### src/rtl/spi_burst_pkg.sv
package spi_burst_pkg;
  typedef enum logic [0:0] {ENG_IDLE, ENG_SHIFT} eng_state_t;

  localparam logic [2:0] A_CTRL  = 3'd0;
  localparam logic [2:0] A_COUNT = 3'd1;
  localparam logic [2:0] A_DIV   = 3'd2;
  localparam logic [2:0] A_STAT  = 3'd3;
  localparam logic [2:0] A_DATA  = 3'd4;

  localparam int CTRL_PWR = 0;
  localparam int CTRL_TX  = 1;
  localparam int CTRL_RX  = 2;
  localparam int CTRL_LSB = 3;
endpackage

### src/rtl/spi_burst_clkdiv.sv
module spi_burst_clkdiv #(
  parameter int DIV_W = 8
) (
  input  logic             clk,
  input  logic             rst,
  input  logic             run,
  input  logic [DIV_W-1:0] div,
  output logic             tick
);
  logic [DIV_W-1:0] cnt;

  always_ff @(posedge clk) begin
    if (rst || !run) begin
      cnt  <= '0;
      tick <= 1'b0;
    end else if (cnt == div) begin
      cnt  <= '0;
      tick <= 1'b1;
    end else begin
      cnt  <= cnt + 1'b1;
      tick <= 1'b0;
    end
  end
endmodule

### src/rtl/spi_burst_engine.sv
module spi_burst_engine
  import spi_burst_pkg::*;
#(
  parameter int W = 8
) (
  input  logic         clk,
  input  logic         rst,
  input  logic         tick,
  input  logic         start,
  input  logic [W-1:0] word_in,
  input  logic         rx_mode,
  input  logic         lsb_first,
  input  logic         miso,
  output logic         sclk,
  output logic         mosi,
  output logic         busy,
  output logic         done,
  output logic         done_rx,
  output logic [W-1:0] rx_word
);
  localparam int BW = $clog2(W);

  eng_state_t    state;
  logic [BW-1:0] bit_cnt;
  logic [W-1:0]  shreg, rxreg, nxt;
  logic          lsb_q, rx_q;

  always_comb nxt = lsb_q ? (shreg >> 1) : (shreg << 1);

  always_ff @(posedge clk) begin
    if (rst) begin
      state   <= ENG_IDLE;
      sclk    <= 1'b0;
      mosi    <= 1'b0;
      done    <= 1'b0;
      bit_cnt <= '0;
      shreg   <= '0;
      rxreg   <= '0;
      lsb_q   <= 1'b0;
      rx_q    <= 1'b0;
    end else begin
      done <= 1'b0;
      case (state)
        ENG_IDLE: if (start) begin
          shreg   <= word_in;
          lsb_q   <= lsb_first;
          rx_q    <= rx_mode;
          bit_cnt <= '0;
          mosi    <= rx_mode ? 1'b0 : (lsb_first ? word_in[0] : word_in[W-1]);
          state   <= ENG_SHIFT;
        end
        ENG_SHIFT: if (tick) begin
          if (!sclk) begin
            sclk  <= 1'b1;
            rxreg <= lsb_q ? {miso, rxreg[W-1:1]} : {rxreg[W-2:0], miso};
          end else begin
            sclk <= 1'b0;
            if (bit_cnt == BW'(W-1)) begin
              state <= ENG_IDLE;
              done  <= 1'b1;
              mosi  <= 1'b0;
            end else begin
              bit_cnt <= bit_cnt + 1'b1;
              shreg   <= nxt;
              mosi    <= rx_q ? 1'b0 : (lsb_q ? nxt[0] : nxt[W-1]);
            end
          end
        end
        default: state <= ENG_IDLE;
      endcase
    end
  end

  assign busy    = (state == ENG_SHIFT);
  assign done_rx = done && rx_q;
  assign rx_word = rxreg;

  AST_SCLK_IDLE_LOW: assert property (@(posedge clk) disable iff (rst)
    (state == ENG_IDLE) |-> !sclk);
  AST_RX_MOSI_LOW: assert property (@(posedge clk) disable iff (rst)
    (state == ENG_SHIFT && rx_q) |-> !mosi);
  AST_DONE_SINGLE: assert property (@(posedge clk) disable iff (rst)
    done |=> !done);
endmodule

### src/rtl/spi_burst_buf.sv
module spi_burst_buf #(
  parameter int DEPTH = 16,
  parameter int W     = 8,
  localparam int AW   = $clog2(DEPTH),
  localparam int CW   = AW + 1
) (
  input  logic          clk,
  input  logic          rst,
  input  logic          clr,
  input  logic          push,
  input  logic [W-1:0]  push_data,
  input  logic          pop,
  input  logic          adv,
  input  logic          adv_rx,
  input  logic [W-1:0]  rx_data,
  input  logic [AW-1:0] blen_enc,
  output logic [W-1:0]  cur_word,
  output logic [W-1:0]  rd_word,
  output logic          pending,
  output logic          full,
  output logic          empty,
  output logic          err,
  output logic          irq,
  output logic [AW-1:0] ld_ptr
);
  logic [W-1:0]  mem [DEPTH];
  logic [CW-1:0] wr_cnt, sh_cnt, blen;
  logic [AW-1:0] rd_ptr;

  assign blen = (blen_enc == '0) ? CW'(DEPTH) : {1'b0, blen_enc};

  always_ff @(posedge clk) begin
    if (push && !full) mem[wr_cnt[AW-1:0]] <= push_data;
    if (adv_rx)        mem[sh_cnt[AW-1:0]] <= rx_data;
  end

  always_ff @(posedge clk) begin
    if (rst || clr) begin
      wr_cnt <= '0;
      sh_cnt <= '0;
      rd_ptr <= '0;
      err    <= 1'b0;
      irq    <= 1'b0;
    end else begin
      irq <= 1'b0;
      if (push) begin
        if (full) err <= 1'b1;
        else      wr_cnt <= wr_cnt + 1'b1;
      end
      if (adv) begin
        sh_cnt <= sh_cnt + 1'b1;
        irq    <= ((sh_cnt + CW'(1)) == blen);
      end
      if (pop) rd_ptr <= rd_ptr + 1'b1;
    end
  end

  assign full     = (wr_cnt == blen);
  assign empty    = (sh_cnt == wr_cnt);
  assign pending  = (sh_cnt < wr_cnt);
  assign cur_word = mem[sh_cnt[AW-1:0]];
  assign rd_word  = mem[rd_ptr];
  assign ld_ptr   = wr_cnt[AW-1:0];

  AST_NO_OVERFLOW: assert property (@(posedge clk) disable iff (rst)
    wr_cnt <= blen);
  AST_SHIFT_BEHIND: assert property (@(posedge clk) disable iff (rst)
    sh_cnt <= wr_cnt);
  AST_CLR_ZERO: assert property (@(posedge clk) disable iff (rst)
    clr |=> (wr_cnt == '0 && sh_cnt == '0 && rd_ptr == '0 && !err));
  AST_IRQ_SINGLE: assert property (@(posedge clk) disable iff (rst)
    irq |=> !irq);
endmodule

### src/rtl/spi_burst_master.sv
module spi_burst_master
  import spi_burst_pkg::*;
#(
  parameter int DEPTH = 16,
  parameter int W     = 8,
  parameter int DIV_W = 8,
  localparam int AW   = $clog2(DEPTH)
) (
  input  logic         clk,
  input  logic         rst,
  input  logic         wr_en,
  input  logic         rd_en,
  input  logic [2:0]   addr,
  input  logic [W-1:0] wdata,
  output logic [W-1:0] rdata,
  output logic         sclk,
  output logic         mosi,
  input  logic         miso,
  output logic         irq
);
  logic [3:0]       ctrl_q;
  logic [AW-1:0]    cnt_q;
  logic [DIV_W-1:0] div_q;
  logic             core_rst, clr, push, pop, en, start;
  logic             tick, busy, done, done_rx, pending, full, empty, err;
  logic [W-1:0]     cur_word, rd_word, rx_word, status;
  logic [AW-1:0]    ld_ptr;

  assign core_rst = rst || !ctrl_q[CTRL_PWR];
  assign clr      = wr_en && addr == A_STAT && wdata[0];
  assign push     = wr_en && addr == A_DATA;
  assign pop      = rd_en && addr == A_DATA;
  assign en       = ctrl_q[CTRL_TX] || ctrl_q[CTRL_RX];
  assign start    = en && pending && !busy && !done;
  assign status   = W'({err, full, empty, busy, ld_ptr});

  always_ff @(posedge clk) begin
    if (rst) ctrl_q <= '0;
    else if (wr_en && addr == A_CTRL) ctrl_q <= wdata[3:0];
  end

  always_ff @(posedge clk) begin
    if (core_rst) begin
      cnt_q <= '0;
      div_q <= '0;
    end else if (wr_en) begin
      if (addr == A_COUNT) cnt_q <= wdata[AW-1:0];
      if (addr == A_DIV)   div_q <= wdata[DIV_W-1:0];
    end
  end

  always_ff @(posedge clk) begin
    if (rst) rdata <= '0;
    else if (rd_en) begin
      case (addr)
        A_CTRL:  rdata <= W'(ctrl_q);
        A_COUNT: rdata <= W'(cnt_q);
        A_DIV:   rdata <= W'(div_q);
        A_STAT:  rdata <= status;
        A_DATA:  rdata <= core_rst ? '0 : rd_word;
        default: rdata <= '0;
      endcase
    end
  end

  spi_burst_clkdiv #(.DIV_W(DIV_W)) u_div (
    .clk(clk), .rst(core_rst || clr), .run(busy), .div(div_q), .tick(tick)
  );

  spi_burst_engine #(.W(W)) u_eng (
    .clk(clk), .rst(core_rst || clr), .tick(tick), .start(start),
    .word_in(cur_word), .rx_mode(ctrl_q[CTRL_RX]), .lsb_first(ctrl_q[CTRL_LSB]),
    .miso(miso), .sclk(sclk), .mosi(mosi), .busy(busy), .done(done),
    .done_rx(done_rx), .rx_word(rx_word)
  );

  spi_burst_buf #(.DEPTH(DEPTH), .W(W)) u_buf (
    .clk(clk), .rst(core_rst), .clr(clr), .push(push), .push_data(wdata),
    .pop(pop), .adv(done), .adv_rx(done_rx), .rx_data(rx_word),
    .blen_enc(cnt_q), .cur_word(cur_word), .rd_word(rd_word),
    .pending(pending), .full(full), .empty(empty), .err(err), .irq(irq),
    .ld_ptr(ld_ptr)
  );

  AST_PWR_OFF_QUIET: assert property (@(posedge clk) disable iff (rst)
    (!ctrl_q[CTRL_PWR] && $past(!ctrl_q[CTRL_PWR])) |-> (!sclk && !irq));
  AST_IDLE_NO_START: assert property (@(posedge clk) disable iff (rst)
    (!en && !busy) |=> !busy);
endmodule

### config.mk
export PLATFORM = sky130hd
export DESIGN_NAME = spi_burst_master
export DESIGN_NICKNAME = d
export VERILOG_FILES = /design/src/rtl/spi_burst_pkg.sv /design/src/rtl/spi_burst_clkdiv.sv /design/src/rtl/spi_burst_engine.sv /design/src/rtl/spi_burst_buf.sv /design/src/rtl/spi_burst_master.sv
export SDC_FILE = /design/constraint.sdc
export NUM_CORES = 1
export LEC_CHECK = 0
export ABC_AREA = 1
export BUFFER_PORTS_ARGS = -buffer_cell sky130_fd_sc_hd__buf_2
export CAP_MARGIN = 0
export CELL_PAD_IN_SITES_DETAIL_PLACEMENT = 0
export CELL_PAD_IN_SITES_GLOBAL_PLACEMENT = 1
export CORE_UTILIZATION = 43
export CTS_CLUSTER_SIZE = 25
export DETAILED_ROUTE_END_ITERATION = 8
export PLACE_DENSITY_LB_ADDON = 0.1
export SYNTH_ARGS = -nofsm -noshare
export SYNTH_HDL_FRONTEND = slang
export SYNTH_HIERARCHICAL = 1
export SYNTH_SLANG_ARGS = --single-unit
### constraint.sdc
create_clock -name clk -period 2.31 [get_ports clk]
set_input_delay 0.231 -clock clk [delete_from_list [all_inputs] [get_ports clk]]
set_output_delay 0.231 -clock clk [all_outputs]
set_load 0.05 [all_outputs]
==> summary.md, run 1 <==
| Metric | Value |
|---|---|
| Simple-gate share of the synthesized area | `24.7%` |
| Fmax achieved | `462 MHz` |
| Num ports | `27` |
| Largest net degree at the start of global routing | `65` |
| Final WS setup | `0.146 ns` |
| CORE AREA | `27900 um^2` |
| Cell Area, Placed | `13000 um^2` |
| Yosys top cell by area | `edfxtp_1` |
| Die height | `171 um` |
| CP startpoint | `u_buf/wr_cnt[1]$_SDFFE_PP0P_` |
| DIE AREA | `29200 um^2` |
| GPL Wtd Cong | `0.859` |
| DRT antenna net count | `0` |
| Leakage | `5.41 nW` |
| Worst endpoint required time | `2.72 ns` |
| Drt first-iter violations | `1071` |
| Critical path type | `reg -> reg` |
| Clk Latency, worst-skew pair | `0.52 ns` |
| # setup viols final | `0` |
| Clock root cell | `clkbuf_16` |
| Synthesized net count | `1661` |
| HPWL Detailed | `27.7 mm` |
| Most frequent cells after synthesis | `404 x nand2_1, 237 x o21ai_0, 159 x inv_1` |
| Number of buffers created by CTS | `24` |
| GR Util All Layers | `27.5%` |
| Area fraction in compound gates after synthesis | `18.1%` |
| Synth warnings | `6` |
| Crit path to | `u_eng/shreg[5]$_SDFFE_PP0P_` |
| Core Util, Final | `49.5%` |
| Register area share after synthesis | `44.8%` |
| RR Endpoint | `u_eng/shreg[5]$_SDFFE_PP0P_` |
| First-pass GRT wire length | `60.3 mm` |
| Multiplexer share of the synthesized area | `0%` |
| Post-DR vias/cell | `5.44` |
| # fillers | `2829` |
| Max Slew Vio Count | `0` |
| FF-to-FF path depth | `15` |
| Post-Route WL | `39.5 mm` |
| Peak supply drop | `0.000497 V` |
| Area delta synth->final | `13.0%` |
| Grt ovf | `0` |
| Seq cells post-synth | `210` |
| Synthesized instance count | `1628` |
| Most frequent cell after synthesis | `nand2_1` |
| Top post-synthesis cells by area | `edfxtp_1 31%, dfxtp_1 13%, nand2_1 12%` |
| Wire per inst | `19.3 um` |
| Reg clk slew, reported paths | `0.06 ns` |
| Post-Layout Inst Area | `13800 um^2` |
| Initial antenna violation count | `1` |
| Post-synth ARST share | `0%` |
| XOR/XNOR Fraction of Synth Area | `1.22%` |
| CP Max Fanout | `10` |
| Antenna cells | `0` |
| Largest family of logic cells by synthesized area | `simple AND/OR/NAND/NOR gates` |
| H-tree levels | `1` |
| Vias in the first global route | `10300` |
| Share of layout cells above drive strength 1 | `12.3%` |
| Pwr/cell area | `570 nW/um^2` |
| Final Hold Viols | `0` |
| Syn avg cell area | `7.52 um^2` |
| Final Skew | `0.00751 ns` |
| Reg2reg start | `u_buf/wr_cnt[1]$_SDFFE_PP0P_` |
| Clk sink count | `210` |
| Critical Path AT | `2.58 ns` |
| Worst-margin pin slew | `0.722 ns` |
| Final Cycle Share | `93.7%` |
| Via count | `11200` |
| Max_slew headroom | `51.7%` |
| Max_cap viols | `0` |
| Die X | `171 um` |
| Post-CTS Hold Buffers | `0` |
| Synth unique cells | `41` |
| Nets | `1688` |
| Clk buf depth | `3` |
| Synth Flop Type | `edfxtp_1` |
| Residual DRC count | `0` |
| Setup WS pre-CTS | `-0.000838 ns` |
| Fin crit period | `2.16 ns` |
| Row count | `61` |
| Port Buffer Count | `26` |
| EDFF count, synth | `128` |
| TritonCTS clock tree | `done` |
| Status | `finished clean` |
| HP Class | `in -> reg` |
| Post-CTS Setup Inserts | `0` |
| Synth Cell Area | `12200 um^2` |
| Post-synth top area share | `31.4%` |
| Initial Util | `43.8%` |
| DR pass1 iterations | `7` |
| R2R Setup Slk | `0.15 ns` |
| Crit end category | `flop` |
| Synth Area in Adders | `1.74%` |
| Critical path startpoint category | `flop` |
==> critical path: stages (launching register included) <==
cell       delay (ns)
dfxtp_2          0.32
inv_1            0.05
ha_1             0.30
nand2_2          0.07
o21ai_1          0.06
a21o_1           0.17
a21oi_2          0.12
o21ai_1          0.08
nor3_1           0.18
buf_4            0.15
nand2_4          0.07
nand2_4          0.08
nand2_4          0.08
clkbuf_16        0.18
nor2_1           0.10
nor2_1           0.05
==> flip-flops by register name (all words and copies together) (netlist names), 5 cells and up, named ones only <==
name / cells
u_div/cnt: 8
u_buf/mem: 128
u_eng/shreg: 8
div_q: 8
u_buf/sh_cnt: 5
rdata: 8
u_eng/rx_word: 8
u_buf/wr_cnt: 5
==> power breakdown <==
group,switching [mW],internal (mW)
logic,0.180,0.0756
clock network,1.52,2.13
registers,0.00408,3.97
==> how the worst min path moves through the flow <==
stage          depth (start not counted)                endpoint  slack (ns)             startpoint
2_1_floorplan                          1  ctrl_q[1]$_SDFFE_PP0P_        0.30                    rst
3_3_place_gp                           2   rdata[1]$_SDFFE_PP0P_        0.45  rdata[1]$_SDFFE_PP0P_
3_5_place_dp                           2   rdata[6]$_SDFFE_PP0P_        0.46  rdata[6]$_SDFFE_PP0P_
4_1_cts                                3   rdata[1]$_SDFFE_PP0P_        0.02                  rd_en
5_1_grt                                3   rdata[1]$_SDFFE_PP0P_        0.04                  rd_en
6_report                               3   rdata[1]$_SDFFE_PP0P_        0.03                  rd_en
==> per-layer routing <==
metal / routed length, um / share of wire, % / vias up / track usage [%]
met1: 18100 / 46 / 5226 / 39.1
met4: 1170 / 2.9 / 0 / 8.15
met2: 17600 / 45 / 380 / 44.0
li1: - / - / 5491 / -
met3: 2610 / 6.6 / 58 / 2.87
met5: 0 / 0 / - / 0
==> logic make-up after synthesis <==
family / count (synthesis)
compound gates: 406
simple gates: 704
flops: 210
fa+ha+maj: 17
buf+inv: 274
xor+xnor: 17
==> timing repair <==
item / in CTS / in global routing
resized for setup: 1 / 10
gates cloned: 0 / 1
pin swaps: 0 / 3
endpoints found under the setup margin: 5 / 13
==> layout by cell type, fill, tap and decap left out, drive strengths merged <==
cell type / count
dfxtp: 82
nor4: 1
nand2: 424
o21ai: 239
a21o: 1
nor2: 122
xor2: 10
nand4: 6
a31oi: 1
nor3: 5
edfxtp: 128
inv: 167
nand3b: 1
buf: 104
clkbuf: 43
or2: 3
nand3: 142
ha: 17
o211ai: 64
a211oi: 2
o22ai: 4
a21oi: 95
clkinv: 4
xnor2: 7
==> metrics by stage <==
step	hold WS (ns)	cells	total power, mW	TNS [ns]
2_1_floorplan	0.300	1628	4.21	0
3_3_place_gp	0.452	2006	4.30	0
3_5_place_dp	0.455	2006	4.31	-0.000838
4_1_cts	0.0229	2049	7.95	0
5_1_grt	0.0424	2050	8.11	-0.00781
6_report	0.0342	2050	7.89	0
==> area by class of cell <==
| cell class | instances | area (um^2) | share of cell area, % |
|---|---|---|---|
| Clock buffer | 42 | 733 | 5.30 |
| Multi-Input combinational cell | 1144 | 5630 | 40.7 |
| Sequential cell | 210 | 5500 | 39.7 |
| Inverter | 170 | 642 | 4.64 |
| Clock inverter | 1 | 5.00 | 0.0362 |
| Tap cell | 378 | 473 | 3.42 |
| Timing Repair Buffer | 105 | 853 | 6.17 |
(Power assumes the default switching activity.)
==> run 2: changes to the inputs <==
- clock period: 2.31 -> 1.8 ns (I/O delays scaled with it)
==> summary.md, run 2 (synthesis results as in run 1) <==
| Metric | Value |
|---|---|
| Status | `finished, violations left` |
| Failing checks | `negative setup slack` |
| Crit-path cells | `inv_4 > ha_4 > a21oi_2 > o21ai_1 > a21o_1 > a21oi_2 > o21ai_2 > nor3_2 > nand2_4 > nand2_4 > buf_6 > nand2_4 > nor2_2 > nor2_1` |
| Residual DRC count | `0` |
| GPL Wtd Cong | `0.870` |
| # fillers | `2667` |
| Largest register FFs | `128` |
| Largest net degree at the start of global routing | `50` |
| First-pass GRT wire length | `59.0 mm` |
| Max_cap viols | `0` |
| Seq pwr share | `46.3%` |
| Most common cell after layout, fill and taps aside | `nand2_1` |
| Worst endpoint required time | `2.21 ns` |
| Reg clk slew, reported paths | `0.06 ns` |
| Clk pwr share | `50.4%` |
| Antenna cells | `0` |
| Fmax achieved | `477 MHz` |
| CP max stage cell | `dfxtp_2` |
| Share of layout cells above drive strength 1 | `20.7%` |
| Crit path buffers/inverters | `2` |
| Row count | `61` |
| Clk sink count | `210` |
| Initial Util | `43.8%` |
| Crit-path leading delay family | `simple AND/OR/NAND/NOR gates` |
| Via count | `11400` |
| Worst-margin pin slew | `0.564 ns` |
| Net switching power | `2.40 mW` |
| Final Hold Viols | `0` |
| GR Util All Layers | `26.6%` |
| Critical path type | `reg -> reg` |
| H-tree levels | `1` |
| Clock root cell | `clkbuf_16` |
| Core Util, Final | `54.3%` |
| HPWL Detailed | `27.9 mm` |
| Critical Path AT | `2.51 ns` |
| Post-DR vias/cell | `5.40` |
| Clk Latency, worst-skew pair | `0.54 ns` |
| R2R Setup Slk | `-0.30 ns` |
| CP Max Fanout | `4` |
| Final TNS setup | `-3.95 ns` |
| Most frequent cells in the layout | `379 x nand2_1, 210 x o21ai_0, 154 x inv_1, 128 x edfxtp_1, 116 x nand3_1` |
| Leakage | `5.97 nW` |
| Logic gate share of total power | `3.3%` |
| Clk buf depth | `3` |
| DIE AREA | `29200 um^2` |
| DR pass1 iterations | `6` |
| Max_slew headroom | `62.4%` |
| Critical path startpoint category | `flop` |
| Nets | `1738` |
| Internal Pwr Total | `8.62 mW` |
| # setup viols final | `31` |
| DRT antenna net count | `0` |
| Number of buffers created by CTS | `26` |
| Die X | `171 um` |
| Peak supply drop | `0.000709 V` |
| Port Buffer Count | `26` |
| Fin crit period | `2.10 ns` |
| Die height | `171 um` |
| Unrepaired setup endpoints after global routing | `yes` |
| Area delta synth->final | `23.9%` |
| Vias in the first global route | `10300` |
| Grt ovf | `0` |
| Net Sw Frac | `21.8%` |
| Slowest stage delay, CP | `0.35 ns` |
| Most used cell along the critical path | `nand2_4` |
| Initial antenna violation count | `2` |
| Wire per inst | `18.5 um` |
| Pwr/cell area | `726 nW/um^2` |
| Final Skew | `0.0236 ns` |
| Final WS setup | `-0.298 ns` |
| HP Class | `in -> reg` |
| Max Slew Vio Count | `0` |
| Drt first-iter violations | `939` |
| Crit end category | `flop` |
| CORE AREA | `27900 um^2` |
| Post-Route WL | `38.9 mm` |
| Final Cycle Share | `117%` |
| TritonCTS clock tree | `done` |
| Num ports | `27` |
run 2: cell types whose count changed in the layout (fill, tap and decap cells not counted), sizes merged:
cell / previous run / this run
buf: 104 / 146
bufinv: 0 / 3
clkbuf: 43 / 38
clkinv: 4 / 11
clkinvlp: 0 / 1
dlygate4sd3: 0 / 3
inv: 167 / 168
nand2: 424 / 425
run 2: area by class of cell:
cell class	instances	area (um^2)	area share (%)
flip-flops and latches	210	5500	36.3
clock buffers	35	761	5.02
multi-input cells	1145	6100	40.2
well taps	378	473	3.12
inverters	170	644	4.25
repair buffers	152	1530	10.1
clock inverters	13	154	1.01
run 2: worst reg2reg max path: stages, from the launching register on:
cell and delay [ns]:
dfxtp_2 0.35, inv_4 0.04, ha_4 0.23, a21oi_2 0.12, o21ai_1 0.07, a21o_1 0.17, a21oi_2 0.15, o21ai_2 0.09
nor3_2 0.20, nand2_4 0.11, nand2_4 0.14, buf_6 0.14, nand2_4 0.04, nor2_2 0.09, nor2_1 0.04
run 2: worst paths after layout:
check | startpoint | to | depth (start not counted)
hold / removal | miso | u_eng/rx_word[7]$_SDFFE_PP0P_ | 5
hold reg to reg | rdata[6]$_SDFFE_PP0P_ | rdata[6]$_SDFFE_PP0P_ | 2
setup / recovery | u_buf/wr_cnt[2]$_SDFFE_PP0P_ | u_eng/mosi$_SDFFE_PP0P_ | 14
setup reg to reg | u_buf/wr_cnt[2]$_SDFFE_PP0P_ | u_eng/mosi$_SDFFE_PP0P_ | 14
run 2: per-layer routing:
layer / vias up / track usage, % / wire length [um]
met4: 2 / 6.03 / 847
li1: 5600 / - / -
met1: 5363 / 37.8 / 18000
met3: 56 / 3.12 / 2380
met5: - / 0 / 13
met2: 342 / 43.1 / 17700
run 2: metrics by stage:
stage | hold slack, ns | setup slack, ns | total power [mW] | area (um^2) | instances
after global placement | 0.453 | -0.376 | 5.54 | 13500 | 2039
after CTS | 0.0555 | -0.285 | 11.1 | 14800 | 2093
final | 0.0719 | -0.298 | 11.0 | 15200 | 2103
after floorplan | 0.249 | -0.232 | 5.40 | 12300 | 1628
after global routing | 0.0964 | -0.383 | 11.3 | 15200 | 2103
after detailed placement | 0.454 | -0.429 | 5.55 | 13500 | 2039
run 2: timing repair:
| action | CTS | global route |
|---|---|---|
| setup endpoints to repair | 121 | 178 |
| hold buffers | 3 | 0 |
| cloned | 1 | 5 |
| pin swaps | 24 | 49 |
| endpoints found under the hold margin | 9 | 0 |
| gates resized for setup | 62 | 84 |
| buffers inserted | 3 | 5 |
run 2: power by group through the flow:
stage	Sequential, mW	Clock [mW]	Combinational (mW)
floorplan	5.21	0	0.196
global placement	5.20	0	0.335
detailed placement	5.20	0	0.342
CTS	5.10	5.66	0.356
global route	5.10	5.84	0.405
finish	5.10	5.55	0.367
==> run 3: changes to the inputs <==
- ABC_AREA: 1 -> not set
- CORE_UTILIZATION: 43 -> 48
- CTS_CLUSTER_DIAMETER: not set -> 200
==> summary.md, run 3 <==
| Metric | Value |
|---|---|
| Max_cap viols | `0` |
| Register area share after synthesis | `45.1%` |
| Core Util, Final | `60.9%` |
| Critical path startpoint category | `flop` |
| Initial antenna violation count | `1` |
| EDFF count, synth | `128` |
| Post-Route WL | `34.6 mm` |
| Die height | `161 um` |
| DIE AREA | `26000 um^2` |
| Final Cycle Share | `133%` |
| Peak supply drop | `0.000413 V` |
| CP max stage cell | `dfxtp_4` |
| HP Class | `in -> reg` |
| Largest net degree at the start of global routing | `30` |
| Most frequent cells after synthesis | `138 x mux2_2, 128 x edfxtp_1, 82 x dfxtp_1` |
| Critical Path AT | `2.77 ns` |
| Area delta synth->final | `23.2%` |
| Number of buffers created by CTS | `12` |
| Reg clk slew, reported paths | `0.11 ns` |
| Leakage | `5.10 nW` |
| Die X | `161 um` |
| Via count | `8236` |
| Crit-path cells | `ha_4 > nor2b_4 > o21a_1 > o21ai_1 > nand2b_1 > a21oi_2 > buf_4 > nor4b_4 > buf_6 > nand2b_4 > a222oi_1 > a311oi_1` |
| Num ports | `27` |
| Synthesized instance count | `867` |
| Inst Count DP | `1256` |
| Synth unique cells | `66` |
| Share of layout cells above drive strength 1 | `50.5%` |
| Port Buffer Count | `26` |
| CP Max Fanout | `6` |
| Clk Latency, worst-skew pair | `0.49 ns` |
| Drt first-iter violations | `861` |
| H-tree levels | `1` |
| Slowest stage delay, CP | `0.38 ns` |
| Worst endpoint required time | `2.18 ns` |
| Crit end category | `flop` |
| Clock root cell | `clkbuf_16` |
| Post-DR vias/cell | `6.28` |
| Status | `finished, violations left` |
| Max Slew Vio Count | `0` |
| Post-synth top area share | `31.6%` |
| Synth Cell Area | `12200 um^2` |
| Initial Util | `49.4%` |
| Seq cells post-synth | `210` |
| Most frequent cell after synthesis | `mux2_2` |
| Final Skew | `0.0243 ns` |
| Syn avg cell area | `14.0 um^2` |
| Top post-synthesis cells by area | `edfxtp_1 32%, dfxtp_1 14%, mux2_2 13%` |
| Most common cell after layout, fill and taps aside | `edfxtp_1` |
| Antenna cells | `0` |
| Yosys top cell by area | `edfxtp_1` |
| Final Hold Viols | `0` |
| # setup viols final | `177` |
| CORE AREA | `24600 um^2` |
| Worst-margin pin slew | `0.807 ns` |
| Clk sink count | `210` |
| Largest register FFs | `128` |
| Pwr/cell area | `570 nW/um^2` |
| DR pass1 iterations | `5` |
| Fin crit period | `2.39 ns` |
| Failing checks | `negative setup slack` |
| Fmax achieved | `418 MHz` |
| Nets | `1015` |
| GPL Wtd Cong | `0.880` |
| Most frequent cells in the layout | `128 x edfxtp_1, 126 x mux2_2, 88 x buf_4, 69 x dfxtp_1, 61 x nor2_1` |
| Final WS setup | `-0.594 ns` |
| Vias in the first global route | `8233` |
| Synth Flop Type | `edfxtp_1` |
| Max_slew headroom | `46.1%` |
| Grt ovf | `0` |
| Wire per inst | `26.4 um` |
| TritonCTS clock tree | `done` |
| Tot Pwr | `8.53 mW` |
| Critical path type | `reg -> reg` |
| Synth warnings | `6` |
| Post-synth ARST share | `0%` |
| First-pass GRT wire length | `51.8 mm` |
| Clk buf depth | `3` |
| DRT antenna net count | `0` |
| Row count | `57` |
| Synthesized net count | `900` |
| GR Util All Layers | `26.8%` |
| Residual DRC count | `0` |
| Unrepaired setup endpoints after global routing | `yes` |
| HPWL Detailed | `24.3 mm` |
| Final std cells w/o fill | `1312` |
==> run 3: cell count changes in the layout (fill, tap and decap cells not counted), sizes merged, moves of 61 or more <==
| cell | before | now |
|---|---|---|
| o21ai | 239 | 14 |
| nor2 | 122 | 61 |
| nand2 | 425 | 24 |
| mux2 | 0 | 138 |
| nand3 | 142 | 41 |
| o211ai | 64 | 0 |
| mux4 | 0 | 80 |
| inv | 168 | 12 |
| a21oi | 95 | 16 |
==> run 3: final timing paths <==
check	depth (start not counted)	end	slack (ns)	from
min reg2reg	2	u_eng/bit_cnt[2]$_SDFFE_PP0P_	0.50	u_eng/bit_cnt[2]$_SDFFE_PP0P_
max reg2reg	12	u_eng/mosi$_SDFFE_PP0P_	-0.59	u_buf/sh_cnt[1]$_SDFFE_PP0P_
max	12	u_eng/mosi$_SDFFE_PP0P_	-0.59	u_buf/sh_cnt[1]$_SDFFE_PP0P_
min	3	u_eng/rx_word[0]$_SDFFE_PP0P_	0.07	miso
==> run 3: per-layer routing <==
layer	vias up	part of all wire (%)	track usage, %
met1	4250	44	37.9
met2	300	47	43.0
met4	2	2.9	8.53
li1	3632	-	-
met5	-	0.038	0
met3	52	5.6	3.26
==> run 3: report_power, final <==
part           leakage, nW  internal, mW  total [mW]  switching [mW]
clock network        0.175          1.37        3.02            1.64
logic                 3.11         0.203       0.420           0.217
registers             1.82          5.09        5.10         0.00630
total                 5.10          6.67        8.53            1.86
==> run 3: kinds of logic after synthesis <==
group,after synthesis,synth area share [%]
adder cells (fa/ha/maj),17,1.75
AO/OA/AOI/OAI,83,5.40
flip-flops,210,45.1
AND/OR/NAND/NOR,181,8.53
XOR/XNOR,34,2.57
multiplexers,255,32.4
buffers and inverters,87,4.26
==> run 3: metrics by stage <==
step / setup TNS [ns] / setup slack (ns) / hold slack (ns) / instance area, um^2
after floorplan: -9.93 / -0.431 / 0.252 / 12300
after global placement: -32.59 / -0.558 / 0.461 / 13600
after detailed placement: -35.64 / -0.591 / 0.475 / 13600
after CTS: -27.59 / -0.557 / 0.0496 / 14800
after global routing: -38.55 / -0.747 / 0.0539 / 15000
final: -28.28 / -0.594 / 0.0654 / 15000
==> run 3: area by class of cell <==
type	instances	area, um^2
inverter	11	46.3
clock inverter	1	16.3
timing repair buffer	176	1900
sequential	210	5510
fill	1849	9630
clock buffer	19	348
tap	324	405
multi-input combinational	571	6750
==> run 3: what timing repair did <==
action,4_1_cts,5_1_grt
setup buffers,23,10
cloned,8,2
gates resized for setup,98,40
hold endpoints to repair,4,0
setup endpoints to repair,220,265
hold buffers,1,0
pin swaps,25,17
==> run 3: critical path, delay by kind of cell (launching register included) <==
kind | cells | cell delay, ns
buf+inv | 2 | 0.30
flops | 1 | 0.38
compound gates | 5 | 0.89
simple gates | 4 | 0.47
fa+ha+maj | 1 | 0.24
